===== src/rtl/intv_timer_pkg.sv =====
// Package intv_timer_pkg
// Shared register offsets, bit positions and the decoded command type for
// the interval timer. Assumes a word-addressed register file.
package intv_timer_pkg;

    // Word offsets of the registers
    localparam int unsigned OFS_STATUS = 0;
    localparam int unsigned OFS_CTRL   = 1;
    localparam int unsigned OFS_PERIOD = 2;

    // Status bit positions
    localparam int unsigned ST_TO  = 0;
    localparam int unsigned ST_RUN = 1;

    // Control bit positions
    localparam int unsigned CT_ITO   = 0;
    localparam int unsigned CT_CONT  = 1;
    localparam int unsigned CT_START = 2;
    localparam int unsigned CT_STOP  = 3;

    // One-cycle command bundle produced by the bus decoder
    typedef struct packed {
        logic status_wr;
        logic ctrl_wr;
        logic start_p;
        logic stop_p;
        logic ito_d;
        logic cont_d;
    } ctl_cmd_t;

endpackage


===== src/rtl/intv_timer_decode.sv =====
// Module intv_timer_decode
// Turns a bus write into one-cycle strobes: status clear, control update,
// START/STOP pulses and one write enable per period half.
// Assumes one register access per cycle; STOP priority is applied downstream.
module intv_timer_decode
    import intv_timer_pkg::*;
#(
    parameter int unsigned DATA_W     = 16,
    parameter int unsigned NUM_HALVES = 2,
    parameter int unsigned ADDR_W     = 2
) (
    input  logic                  bus_wr,
    input  logic [ADDR_W-1:0]     bus_addr,
    input  logic [DATA_W-1:0]     bus_wdata,
    output ctl_cmd_t              cmd,
    output logic [NUM_HALVES-1:0] per_we
);

    logic unused_hi;

    // Bits above STOP carry no control meaning
    assign unused_hi = ^bus_wdata[DATA_W-1:CT_STOP+1];

    // Decode the status and control accesses into strobes
    always_comb begin : p_ctl_decode
        cmd.status_wr = bus_wr && (bus_addr == ADDR_W'(OFS_STATUS));
        cmd.ctrl_wr   = bus_wr && (bus_addr == ADDR_W'(OFS_CTRL));
        cmd.start_p   = cmd.ctrl_wr && bus_wdata[CT_START];
        cmd.stop_p    = cmd.ctrl_wr && bus_wdata[CT_STOP];
        cmd.ito_d     = bus_wdata[CT_ITO];
        cmd.cont_d    = bus_wdata[CT_CONT];
    end

    // One write enable per period half, laid out from OFS_PERIOD upward
    for (genvar gi = 0; gi < NUM_HALVES; gi++) begin : g_half_we
        assign per_we[gi] = bus_wr && (bus_addr == ADDR_W'(OFS_PERIOD + gi));
    end

endmodule


===== src/rtl/intv_timer_period.sv =====
// Module intv_timer_period
// Holds the timeout period. When WRITABLE is set, each half can be replaced
// by a bus write. When it is clear, the period is the constant DEFAULT.
// Either way a write to any half raises per_load, and per_next is the value
// that the counter must take on that edge.
module intv_timer_period #(
    parameter int unsigned          DATA_W     = 16,
    parameter int unsigned          NUM_HALVES = 2,
    parameter int unsigned          PERIOD_W   = 32,
    parameter bit                   WRITABLE   = 1'b1,
    parameter logic [PERIOD_W-1:0]  DEFAULT    = '1
) (
    input  logic                  clk,
    input  logic                  rst_n,
    input  logic [NUM_HALVES-1:0] per_we,
    input  logic [DATA_W-1:0]     wdata,
    output logic [PERIOD_W-1:0]   period_q,
    output logic [PERIOD_W-1:0]   per_next,
    output logic                  per_load
);

    // Any half write restarts the counter
    assign per_load = |per_we;

    if (WRITABLE) begin : g_rw
        logic [PERIOD_W-1:0] period_r;

        // Merge the written half into the held period
        for (genvar gi = 0; gi < NUM_HALVES; gi++) begin : g_merge
            assign per_next[gi*DATA_W +: DATA_W] =
                per_we[gi] ? wdata : period_r[gi*DATA_W +: DATA_W];
        end

        // Register the period, starting from the build-time default
        always_ff @(posedge clk) begin : p_period_reg
            if (!rst_n) begin
                period_r <= DEFAULT;
            end else if (per_load) begin
                period_r <= per_next;
            end
        end

        assign period_q = period_r;
    end else begin : g_ro
        logic unused_ro;

        // Fixed period: writes only rewind the counter
        assign unused_ro = ^{wdata, clk, rst_n};
        assign period_q  = DEFAULT;
        assign per_next  = DEFAULT;
    end

endmodule


===== src/rtl/intv_timer_counter.sv =====
// Module intv_timer_counter
// Down-counter with run and timeout state. Precedence on an edge:
// period load, then STOP, then counting, then START. A timeout is the
// running cycle spent at zero. On it the count reloads from the period, and
// the reload mode decides whether RUN stays set. A timeout on the same edge
// as a status write leaves TO set.
module intv_timer_counter #(
    parameter int unsigned         PERIOD_W = 32,
    parameter logic [PERIOD_W-1:0] DEFAULT  = '1
) (
    input  logic                clk,
    input  logic                rst_n,
    input  logic                start_p,
    input  logic                stop_p,
    input  logic                status_wr,
    input  logic                cont,
    input  logic                per_load,
    input  logic [PERIOD_W-1:0] per_next,
    input  logic [PERIOD_W-1:0] period_q,
    output logic [PERIOD_W-1:0] cnt_q,
    output logic                run_q,
    output logic                to_q
);

    logic at_zero;
    logic tmo;

    // Zero detect and timeout event for this cycle
    assign at_zero = (cnt_q == '0);
    assign tmo     = run_q && at_zero && !per_load && !stop_p;

    // Count and run state with load/stop/count/start precedence
    always_ff @(posedge clk) begin : p_count
        if (!rst_n) begin
            cnt_q <= DEFAULT;
            run_q <= 1'b0;
        end else if (per_load) begin
            cnt_q <= per_next;
            run_q <= 1'b0;
        end else if (stop_p) begin
            run_q <= 1'b0;
        end else if (run_q) begin
            if (at_zero) begin
                cnt_q <= period_q;
                run_q <= cont;
            end else begin
                cnt_q <= cnt_q - PERIOD_W'(1);
            end
        end else if (start_p) begin
            run_q <= 1'b1;
        end
    end

    // Timeout flag: set by a timeout, cleared by any status write
    always_ff @(posedge clk) begin : p_to_flag
        if (!rst_n) begin
            to_q <= 1'b0;
        end else if (tmo) begin
            to_q <= 1'b1;
        end else if (status_wr) begin
            to_q <= 1'b0;
        end
    end

endmodule


===== src/rtl/intv_timer.sv =====
// Module intv_timer (top)
// Register-mapped interval down-counter with an interrupt output. Assumes a
// synchronous slave port with one access per cycle and no wait states. Read
// data is combinational from the register state.
module intv_timer
    import intv_timer_pkg::*;
#(
    parameter int unsigned          DATA_W          = 16,
    parameter int unsigned          PERIOD_W        = 32,
    parameter bit                   WRITABLE_PERIOD = 1'b1,
    parameter logic [PERIOD_W-1:0]  DEFAULT_PERIOD  = '1,
    localparam int unsigned         NUM_HALVES      = PERIOD_W / DATA_W,
    localparam int unsigned         ADDR_W          = $clog2(OFS_PERIOD + NUM_HALVES)
) (
    input  logic              clk,
    input  logic              rst_n,
    input  logic [ADDR_W-1:0] bus_addr,
    input  logic              bus_wr,
    input  logic [DATA_W-1:0] bus_wdata,
    output logic [DATA_W-1:0] bus_rdata,
    output logic              irq
);

    ctl_cmd_t                cmd;
    logic [NUM_HALVES-1:0]   per_we;
    logic [PERIOD_W-1:0]     period_q;
    logic [PERIOD_W-1:0]     per_next;
    logic                    per_load;
    logic [PERIOD_W-1:0]     cnt_q;
    logic                    run_q;
    logic                    to_q;
    logic                    ito_q;
    logic                    cont_q;

    intv_timer_decode #(
        .DATA_W     (DATA_W),
        .NUM_HALVES (NUM_HALVES),
        .ADDR_W     (ADDR_W)
    ) u_decode (
        .bus_wr    (bus_wr),
        .bus_addr  (bus_addr),
        .bus_wdata (bus_wdata),
        .cmd       (cmd),
        .per_we    (per_we)
    );

    intv_timer_period #(
        .DATA_W     (DATA_W),
        .NUM_HALVES (NUM_HALVES),
        .PERIOD_W   (PERIOD_W),
        .WRITABLE   (WRITABLE_PERIOD),
        .DEFAULT    (DEFAULT_PERIOD)
    ) u_period (
        .clk      (clk),
        .rst_n    (rst_n),
        .per_we   (per_we),
        .wdata    (bus_wdata),
        .period_q (period_q),
        .per_next (per_next),
        .per_load (per_load)
    );

    intv_timer_counter #(
        .PERIOD_W (PERIOD_W),
        .DEFAULT  (DEFAULT_PERIOD)
    ) u_counter (
        .clk       (clk),
        .rst_n     (rst_n),
        .start_p   (cmd.start_p),
        .stop_p    (cmd.stop_p),
        .status_wr (cmd.status_wr),
        .cont      (cont_q),
        .per_load  (per_load),
        .per_next  (per_next),
        .period_q  (period_q),
        .cnt_q     (cnt_q),
        .run_q     (run_q),
        .to_q      (to_q)
    );

    // Control bits that persist: interrupt enable and reload mode
    always_ff @(posedge clk) begin : p_ctrl_reg
        if (!rst_n) begin
            ito_q  <= 1'b0;
            cont_q <= 1'b0;
        end else if (cmd.ctrl_wr) begin
            ito_q  <= cmd.ito_d;
            cont_q <= cmd.cont_d;
        end
    end

    // Select read data; START/STOP and unused bits return zero
    always_comb begin : p_read_mux
        bus_rdata = '0;
        if (bus_addr == ADDR_W'(OFS_STATUS)) begin
            bus_rdata[ST_TO]  = to_q;
            bus_rdata[ST_RUN] = run_q;
        end else if (bus_addr == ADDR_W'(OFS_CTRL)) begin
            bus_rdata[CT_ITO]  = ito_q;
            bus_rdata[CT_CONT] = cont_q;
        end else begin
            for (int i = 0; i < NUM_HALVES; i++) begin
                if (bus_addr == ADDR_W'(OFS_PERIOD + i)) begin
                    bus_rdata = period_q[i*DATA_W +: DATA_W];
                end
            end
        end
    end

    // Interrupt request while enabled and timed out
    assign irq = ito_q & to_q;

endmodule


===== config.mk =====
export PLATFORM = sky130hd
export DESIGN_NAME = intv_timer
export DESIGN_NICKNAME = d
export VERILOG_FILES = /design/src/rtl/intv_timer_pkg.sv /design/src/rtl/intv_timer_decode.sv /design/src/rtl/intv_timer_period.sv /design/src/rtl/intv_timer_counter.sv /design/src/rtl/intv_timer.sv
export SDC_FILE = /design/constraint.sdc
export NUM_CORES = 1
export LEC_CHECK = 0
export ABC_AREA = 1
export BUFFER_PORTS_ARGS = -buffer_cell sky130_fd_sc_hd__buf_2
export CORE_MARGIN = 3
export CORE_UTILIZATION = 50
export DETAILED_ROUTE_END_ITERATION = 10
export GPL_TIMING_DRIVEN = 0
export PLACE_DENSITY_LB_ADDON = 0.08
export SYNTH_ARGS = -nofsm -noshare
export SYNTH_HDL_FRONTEND = slang
export SYNTH_HIERARCHICAL = 1
export SYNTH_SLANG_ARGS = --single-unit

===== constraint.sdc =====
create_clock -name clk -period 2.95 [get_ports clk]
set_input_delay 0.885 -clock clk [delete_from_list [all_inputs] [get_ports clk]]
set_output_delay 0.885 -clock clk [all_outputs]
set_load 0.02 [all_outputs]

==> results of run 1 <==
final cells by class:
class	count	area, µm²	share of cell area, %
repair buffers	37	185	3.44
well taps	129	161	3.00
flip-flops and latches	68	1360	25.3
plain buffers	34	269	5.00
inverters	99	388	7.21
multi-input cells	607	2840	52.8
clock inverters	6	48.8	0.907
clock buffers	10	128	2.37
layout by cell type (no fill, tap or decap), types with 9 or more instances in the layout:
master,Yosys,layout
buf_6,9,9
buf_2,3,40
o21ai_0,42,42
nand2_2,16,17
buf_4,10,10
nand3_1,106,106
nor2_1,95,95
clkbuf_1,10,10
nand2_1,260,259
nand3_2,14,14
a21oi_1,17,17
clkbuf_8,0,9
o21ai_1,10,10
inv_1,90,90
dfxtp_1,68,68
sequential cells by signal, summed over array words and instances (netlist names):
signal / flops
u_counter/cnt_q: 32
u_period/period_q: 32
cont_q: 1
ito_q: 1
u_counter/run_q: 1
u_counter/to_q: 1
cell families after synthesis:
family                   after synthesis
adder cells (fa/ha/maj)                2
flip-flops                            68
buffers and inverters                134
AO/OA/AOI/OAI                         77
XOR/XNOR                               8
AND/OR/NAND/NOR                      520
metrics by stage:
stage	setup slack, ns	hold slack (ns)	area (µm²)	cells	setup TNS (ns)
finish	0.225	0.498	5380	990	0
CTS	0.0790	0.498	5380	991	0
detailed placement	-0.295	0.474	5200	975	-3.47
floorplan	0.461	0.445	4850	809	0
global placement	-0.292	0.477	5200	975	-3.38
global route	0.0304	0.523	5380	990	0
power by group:
group	internal (mW)	leakage [nW]	switching [mW]
registers	0.981	0.560	0.0735
logic	0.163	2.15	0.315
clock network	0.313	0.0795	0.413
cell usage after synthesis, types with 9 or more instances:
cell type,number,share of area (%)
nand2_1,260,20
nand3_1,106,11
nor2_1,95,7.3
inv_1,90,7.0
dfxtp_1,68,28
o21ai_0,42,4.3
a21oi_1,17,1.8
nand2_2,16,2.1
nand3_2,14,2.9
buf_4,10,1.5
clkbuf_1,10,0.77
o21ai_1,10,1.0
buf_6,9,2.1
what timing repair did:
action / 4_1_cts / 5_1_grt
setup buffers: 0 / 0
endpoints found under the setup margin: 0 / 13
gates resized for setup: 0 / 2
final timing paths:
check | from | endpoint | slack (ns) | depth (start not counted)
setup / recovery | bus_addr[0] | bus_rdata[5] | 0.22 | 6
hold / removal | cont_q | u_counter/run_q | 0.50 | 2
setup reg to reg | u_counter/cnt_q[0] | u_counter/cnt_q[14] | 0.69 | 11
hold reg to reg | cont_q | u_counter/run_q | 0.50 | 2
worst reg2reg max path: cells and delay by family, from the launching register on:
kind | cells | cell delay [ns]
buffers and inverters | 1 | 0.14
adders and majority gates | 1 | 0.38
and+or+nand+nor | 9 | 1.34
DFF | 1 | 0.31
metal layers:
metal / track usage, % / part of all wire, %
met1: 39.7 / 42
met5: 0 / 0
met2: 50.6 / 46
met3: 6.55 / 8.4
met4: 10.1 / 3.0
==> run_results.csv, run 1 <==
group,metric,value,unit
power,power,2.26,mW
placed_design,dpl.hpwl,13200,µm
yosys,synth_top_family_by_area,"simple AND/OR/NAND/NOR gates",
critical_path,crit_top_cell,"buf_2",
critical_path,critPathCaptureType,"primary output",
critical_path,crit_type,"in2out",
clocking,hold_buffers,0,
clocking,cts_tree,"done",
clocking,clkSlewWorstSetupHoldPaths,0.08,ns
yosys,syn_area,4850,µm²
critical_path,path_cells,"buf_2 -> inv_1 -> buf_4 -> nand3_1 -> nand2_1 -> buf_2",
drt,dr_total_vias,5357,
finish,layout-drive-gt1-share,15.3,%
critical_path,slowest_stage,"buf_4",
drt,drc,0,
yosys,yosysWarnings,6,
clocking,cts_htree_levels,3,
critical_path,cp.required,2.07,ns
floorplan,io_pins,38,
yosys,ys_ff_latch,68,
critical_path,start_kind,"input port",
run_status,outcome,"complete, no violations",
placed_design,portBuffers,37,
yosys,synthCells,809,
sta,hold_viol_final,0,
yosys,syn_nets,832,
global_routing,overflow,0,
global_routing,grt_usage,30.6,%
floorplan,die_h,105,µm
sta,finalClockSkew,0.0126,ns
power,power.leakage,2.79,nW
sta,tightest_slew,0.580,ns
clocking,insertion_delay,0.36,ns
yosys,synth_edf_count,0,
clocking,clock_sinks,68,
global_routing,grt_max_degree,14,
power,vdd_drop_max,0.252,mV
global_routing,grt_pass1_wl,26100,µm
sta,setup_viol,0,
power,p_per_area,420,nW/µm²
critical_path,path_buf_inv,4,
drt,drtIter0Drc,478,
yosys,synthAdderAreaFrac,0.515,%
finish,antenna_cells,0,
critical_path,critPathMaxFanout,10,
drt,viasPerCell,5.41,
global_routing,antenna_found_initial,0,
finish,nFillCells,978,
drt,wl_per_cell,16.7,µm
clocking,cts_buffers,9,
yosys,postSynth.asyncResetShare,0,%
floorplan,die_w,105,µm
yosys,synthSimpleGateAreaFrac,48.0,%
finish,area_delta_synth_final,10.8,%
global_routing,grt_pass1_vias,5055,
clocking,cts_buffer_depth,2,
sta,fmax,367,MHz
clocking,cts_root_buf,"clkbuf_8",
drt,drt-total-wl,16500,µm
yosys,synth_mux_area_share,0,%
critical_path,critPathTopFamily,"buffers and inverters",
floorplan,core_area,9330,µm²
finish,finalCoreUtilization,57.7,%
yosys,synth_xor_area_share,1.44,%
sta,post-route-period-util,92.4,%
yosys,ys_types,34,
finish,nets,879,
floorplan,num_rows,35,
yosys,seq_area_frac_synth,28.0,%
yosys,synth_compound_area_share,8.51,%
drt,ant_nets,0,
drt,firstDrtPassIters,5,
critical_path,crit_arrival,1.84,ns
min_path,hold_path.class,"reg2reg",
floorplan,start_util,52.0,%
sta,rsz0062_at_grt,"false",
sta,period_needed,2.73,ns
critical_path,crit_path_max_incr_delay,0.23,ns
yosys,syn-mean-instance-area,6.00,µm²
sta,timing.slew.headroom,61.3,%
sta,maxSlewViolCount,0,
job,cap_viol_max_count,0,
yosys,synth-main-ff-cell,"dfxtp_1",
placed_design,gp_congestion,1.00,
floorplan,die_area,10900,µm²
(Power assumes the default switching activity.)
==> run 2, diff against run 1 <==
- CORE_MARGIN: 3 -> unset
==> run_results.csv, run 2 (synthesis gave the netlist of run 1 again) <==
group,metric,value,unit
placed_design,placed_cells,975,
drt,ant_nets,0,
sta,hold_viol_final,0,
critical_path,slowest_stage,"clkbuf_1",
clocking,cts_root_buf,"clkbuf_8",
critical_path,cp.required,3.20,ns
critical_path,critPathMaxFanout,10,
floorplan,die_h,101,µm
critical_path,critPathTopFamily,"buffers and inverters",
finish,antenna_cells,0,
sta,period_needed,2.73,ns
power,power.leakage,2.80,nW
clocking,cts_tree,"done",
sta,maxSlewViolCount,0,
critical_path,r2r_slack,0.79,ns
clocking,cts_buffers,9,
clocking,insertion_delay,0.36,ns
clocking,clkSlewWorstSetupHoldPaths,0.08,ns
clocking,cts.repair.resized,0,
finish,fin_cells,991,
sta,setup-tns-final,0,ns
finish,layout-drive-gt1-share,15.4,%
critical_path,path_buf_inv,8,
drt,drtIter0Drc,376,
placed_design,portBuffers,37,
floorplan,die_w,101,µm
critical_path,critPathCaptureType,"flip-flop",
drt,wl_per_cell,16.9,µm
critical_path,r2r_end,"u_counter/cnt_q[14]",
drt,firstDrtPassIters,5,
finish,area_delta_synth_final,11.4,%
drt,dr_total_vias,5373,
critical_path,r2r_start,"u_counter/cnt_q[0]",
sta,tightest_slew,0.673,ns
clocking,cts_setup_buffers,0,
critical_path,ff2ff_path_depth,11,
global_routing,grt_max_degree,14,
floorplan,io_pins,38,
global_routing,overflow,0,
min_path,hold_depth,2,
power,power,2.34,mW
global_routing,grt_pass1_vias,5033,
power,vdd_drop_max,0.256,mV
floorplan,core_area,9330,µm²
finish,final_cell_mix,"nand2_1, nand3_1, nor2_1, inv_1, dfxtp_1",
min_path,hp-start,"cont_q",
sta,post-route-period-util,92.5,%
global_routing,antenna_found_initial,0,
global_routing,grt_usage,35.1,%
finish,mostFrequentLayoutCell,"nand2_1",
finish,nets,880,
run_status,outcome,"complete, no violations",
drt,drt-total-wl,16800,µm
sta,timing.slew.headroom,55.1,%
finish,finalCoreUtilization,58.0,%
floorplan,num_rows,35,
critical_path,crit_top_cell,"nand2_1",
clocking,clock_sinks,68,
clocking,hold_buffers,0,
drt,drc,0,
min_path,hold_path.class,"reg2reg",
critical_path,crit_type,"in2reg",
floorplan,die_area,10100,µm²
sta,setup_viol,0,
clocking,cts_htree_levels,3,
sta,finalClockSkew,0.00973,ns
sta,fmax,366,MHz
global_routing,grt_pass1_wl,26300,µm
drt,viasPerCell,5.42,
job,cap_viol_max_count,0,
floorplan,start_util,52.0,%
power,p_per_area,433,nW/µm²
sta,rsz0062_at_grt,"false",
placed_design,dpl.hpwl,13300,µm
clocking,cts_buffer_depth,2,
min_path,holdPathEnd,"u_counter/run_q",
critical_path,crit_arrival,2.98,ns
critical_path,path_cells,"buf_2 -> inv_1 -> nand2_1 -> nor2_1 -> buf_6 -> inv_8 -> buf_12 -> nand2_1 -> inv_2 -> nand2_2 -> clkinvlp_4 -> clkbuf_1 -> nor2_1 -> nand2_1 -> nand2_1",
critical_path,crit_path_max_incr_delay,0.42,ns
placed_design,gp_congestion,0.992,
critical_path,start_kind,"input port",
run 2: worst reg2reg max path, cell delays in order, from the launching register on:
cell and delay (ns):
dfxtp_1 0.30, inv_1 0.11, ha_1 0.35, nand2_1 0.26, nor2_1 0.39, nand2_1 0.18
nand2_1 0.09, nand2_1 0.05, nand2_1 0.08, nand3_1 0.07, nand2_1 0.12, nand2_1 0.06
run 2: routing by layer:
| metal | up-vias | global-route usage, % | part of all wire [%] |
|---|---|---|---|
| met5 | - | 0 | 0 |
| met4 | 0 | 14.7 | 3.0 |
| met3 | 27 | 4.85 | 7.1 |
| met2 | 221 | 57.3 | 46 |
| met1 | 2485 | 46.6 | 44 |
| li1 | 2640 | - | - |
run 2: power breakdown:
group          switching [mW]  internal (mW)  leakage, nW
clock                   0.418          0.393       0.0918
sequential             0.0741          0.981        0.560
combinational           0.313          0.163         2.15
run 2: worst max-delay path by stage:
stage                           start                   to  slack, ns  cells past startpoint
final                     bus_addr[0]  u_counter/cnt_q[15]       0.22                     15
after global routing      bus_addr[0]  u_counter/cnt_q[14]       0.06                     15
after CTS                 bus_addr[0]   u_counter/cnt_q[0]       0.10                     15
after detailed placement  bus_addr[0]   u_counter/cnt_q[0]      -0.27                     15
after global placement    bus_addr[0]   u_counter/cnt_q[0]      -0.20                     15
after floorplan           bus_addr[0]   u_counter/cnt_q[9]       0.46                     13
run 2: area by class of cell:
class                   instances  area (µm²)
flip-flops and latches         68        1360
clock inverters                 7        75.1
repair buffers                 37         185
inverters                      99         388
multi-input cells             607        2840
well taps                     129         161
clock buffers                   9         124
fillers                       972        3920
plain buffers                  35         273
run 2: through the flow:
step | area, µm² | hold slack (ns) | worst slack [ns]
after floorplan | 4850 | 0.445 | 0.461
after global placement | 5200 | 0.477 | -0.202
after detailed placement | 5200 | 0.486 | -0.266
after CTS | 5400 | 0.509 | 0.103
after global routing | 5410 | 0.528 | 0.0581
final | 5410 | 0.509 | 0.220
==> run 3, diff against run 2 <==
- CORE_ASPECT_RATIO: unset -> 0.9
==> run_results.csv, run 3 (synthesis gave the netlist of run 1 again) <==
group,metric,value,unit
run_status,outcome,"complete, no violations",
power,power.leakage,2.81,nW
critical_path,cp.required,2.07,ns
global_routing,antenna_found_initial,0,
sta,maxSlewViolCount,0,
clocking,cts_root_buf,"clkbuf_8",
critical_path,crit_arrival,1.83,ns
clocking,cts_tree,"done",
min_path,hold_path.class,"reg2reg",
power,vdd_drop_max,0.306,mV
sta,timing.slew.headroom,60.3,%
power,power,2.31,mW
sta,setup_viol,0,
sta,tightest_slew,0.595,ns
floorplan,num_rows,33,
critical_path,crit_type,"in2out",
floorplan,die_area,10100,µm²
job,cap_viol_max_count,0,
finish,seq_area,1360,µm²
finish,nets,880,
finish,antenna_cells,0,
drt,dr_total_vias,5436,
placed_design,dpl.hpwl,13300,µm
power,p_int,1.53,mW
global_routing,grt_pass1_vias,5021,
finish,multi_input_area,2840,µm²
drt,drc,0,
power,clkPwrFrac,33.5,%
floorplan,core_area,9250,µm²
finish,area_delta_synth_final,10.9,%
finish,final_cell_mix,"nand2_1, nand3_1, nor2_1, inv_1, dfxtp_1",
finish,layout-drive-gt1-share,15.2,%
clocking,clkSlewWorstSetupHoldPaths,0.07,ns
global_routing,grt_pass1_wl,25900,µm
clocking,cts_buffers,9,
floorplan,start_util,52.5,%
critical_path,start_kind,"input port",
critical_path,critPathMaxFanout,10,
global_routing,overflow,0,
finish,mostFrequentLayoutCell,"nand2_1",
power,p_sw_share,33.6,%
placed_design,portBuffers,37,
power,p_per_area,428,nW/µm²
floorplan,die_h,95.5,µm
global_routing,grt_max_degree,14,
sta,period_needed,2.72,ns
clocking,hold_buffers,0,
sta,setup-tns-final,0,ns
clocking,cts.repair.resized,0,
power,comb_power_share,20.7,%
global_routing,grt_usage,34.8,%
sta,rsz0062_at_grt,"false",
sta,finalClockSkew,0.00939,ns
placed_design,gp_congestion,0.992,
power,p_seq_share,45.8,%
critical_path,critPathCaptureType,"primary output",
sta,hold_viol_final,0,
drt,firstDrtPassIters,5,
clocking,clock_sinks,68,
finish,nFillCells,935,
sta,fmax,368,MHz
drt,drt-total-wl,16700,µm
drt,ant_nets,0,
power,p_sw,0.774,mW
floorplan,die_w,106,µm
drt,drtIter0Drc,430,
floorplan,io_pins,38,
drt,wl_per_cell,17.0,µm
clocking,cts_htree_levels,3,
drt,viasPerCell,5.52,
sta,post-route-period-util,92.2,%
clocking,cts_buffer_depth,2,
clocking,cts_setup_buffers,0,
clocking,insertion_delay,0.36,ns
[run 3: cell types whose count changed in the layout (fill, tap and decap cells not counted)]
cell	delta
clkinv_2	+2
clkinv_4	-1
clkbuf_1	+2
clkinvlp_4	-2
inv_6	-1
[run 3: metrics by stage]
step / worst slack (ns) / area, µm² / utilization, % / hold WS, ns / cells
floorplan: 0.461 / 4850 / - / 0.445 / 809
detailed placement: -0.278 / 5190 / 56.1 / 0.486 / 968
finish: 0.231 / 5380 / 58.2 / 0.506 / 984
global route: 0.0435 / 5380 / 58.2 / 0.514 / 984
CTS: 0.0971 / 5380 / 58.1 / 0.501 / 984
global placement: -0.222 / 5190 / 56.1 / 0.481 / 968
[run 3: area by class of cell]
cell class	count	area share [%]
timing repair buffer	37	3.44
inverter	99	7.21
multi-input combinational	607	52.7
clock buffer	11	2.44
buffer	35	5.07
clock inverter	5	0.976
tap	122	2.84
sequential	68	25.3
[run 3: worst paths after layout]
path	startpoint	to	depth (start not counted)	slack [ns]
max	bus_addr[0]	bus_rdata[5]	6	0.23
min	cont_q	u_counter/run_q	2	0.51
max reg2reg	u_counter/cnt_q[0]	u_counter/cnt_q[14]	11	0.83
min reg2reg	cont_q	u_counter/run_q	2	0.51
[run 3: worst max-delay path: stages]
cell and delay (ns):
buf_2 0.13, inv_1 0.19, buf_4 0.22, nand3_1 0.15, nand2_1 0.09, buf_2 0.16
[run 3: routing by layer]
metal	part of all wire (%)	GRT usage [%]
met1	44	44.6
met3	8.0	7.72
met5	0	0
met4	3.5	15.2
met2	45	56.4
[run 3: power groups by stage]
| stage | Sequential [mW] | Combinational, mW | Clock, mW |
|---|---|---|---|
| after floorplan | 1.05 | 0.331 | 0 |
| final | 1.06 | 0.478 | 0.772 |
| after global placement | 1.07 | 0.456 | 0 |
| after global routing | 1.06 | 0.529 | 0.812 |
| after CTS | 1.05 | 0.468 | 0.782 |
| after detailed placement | 1.07 | 0.465 | 0 |
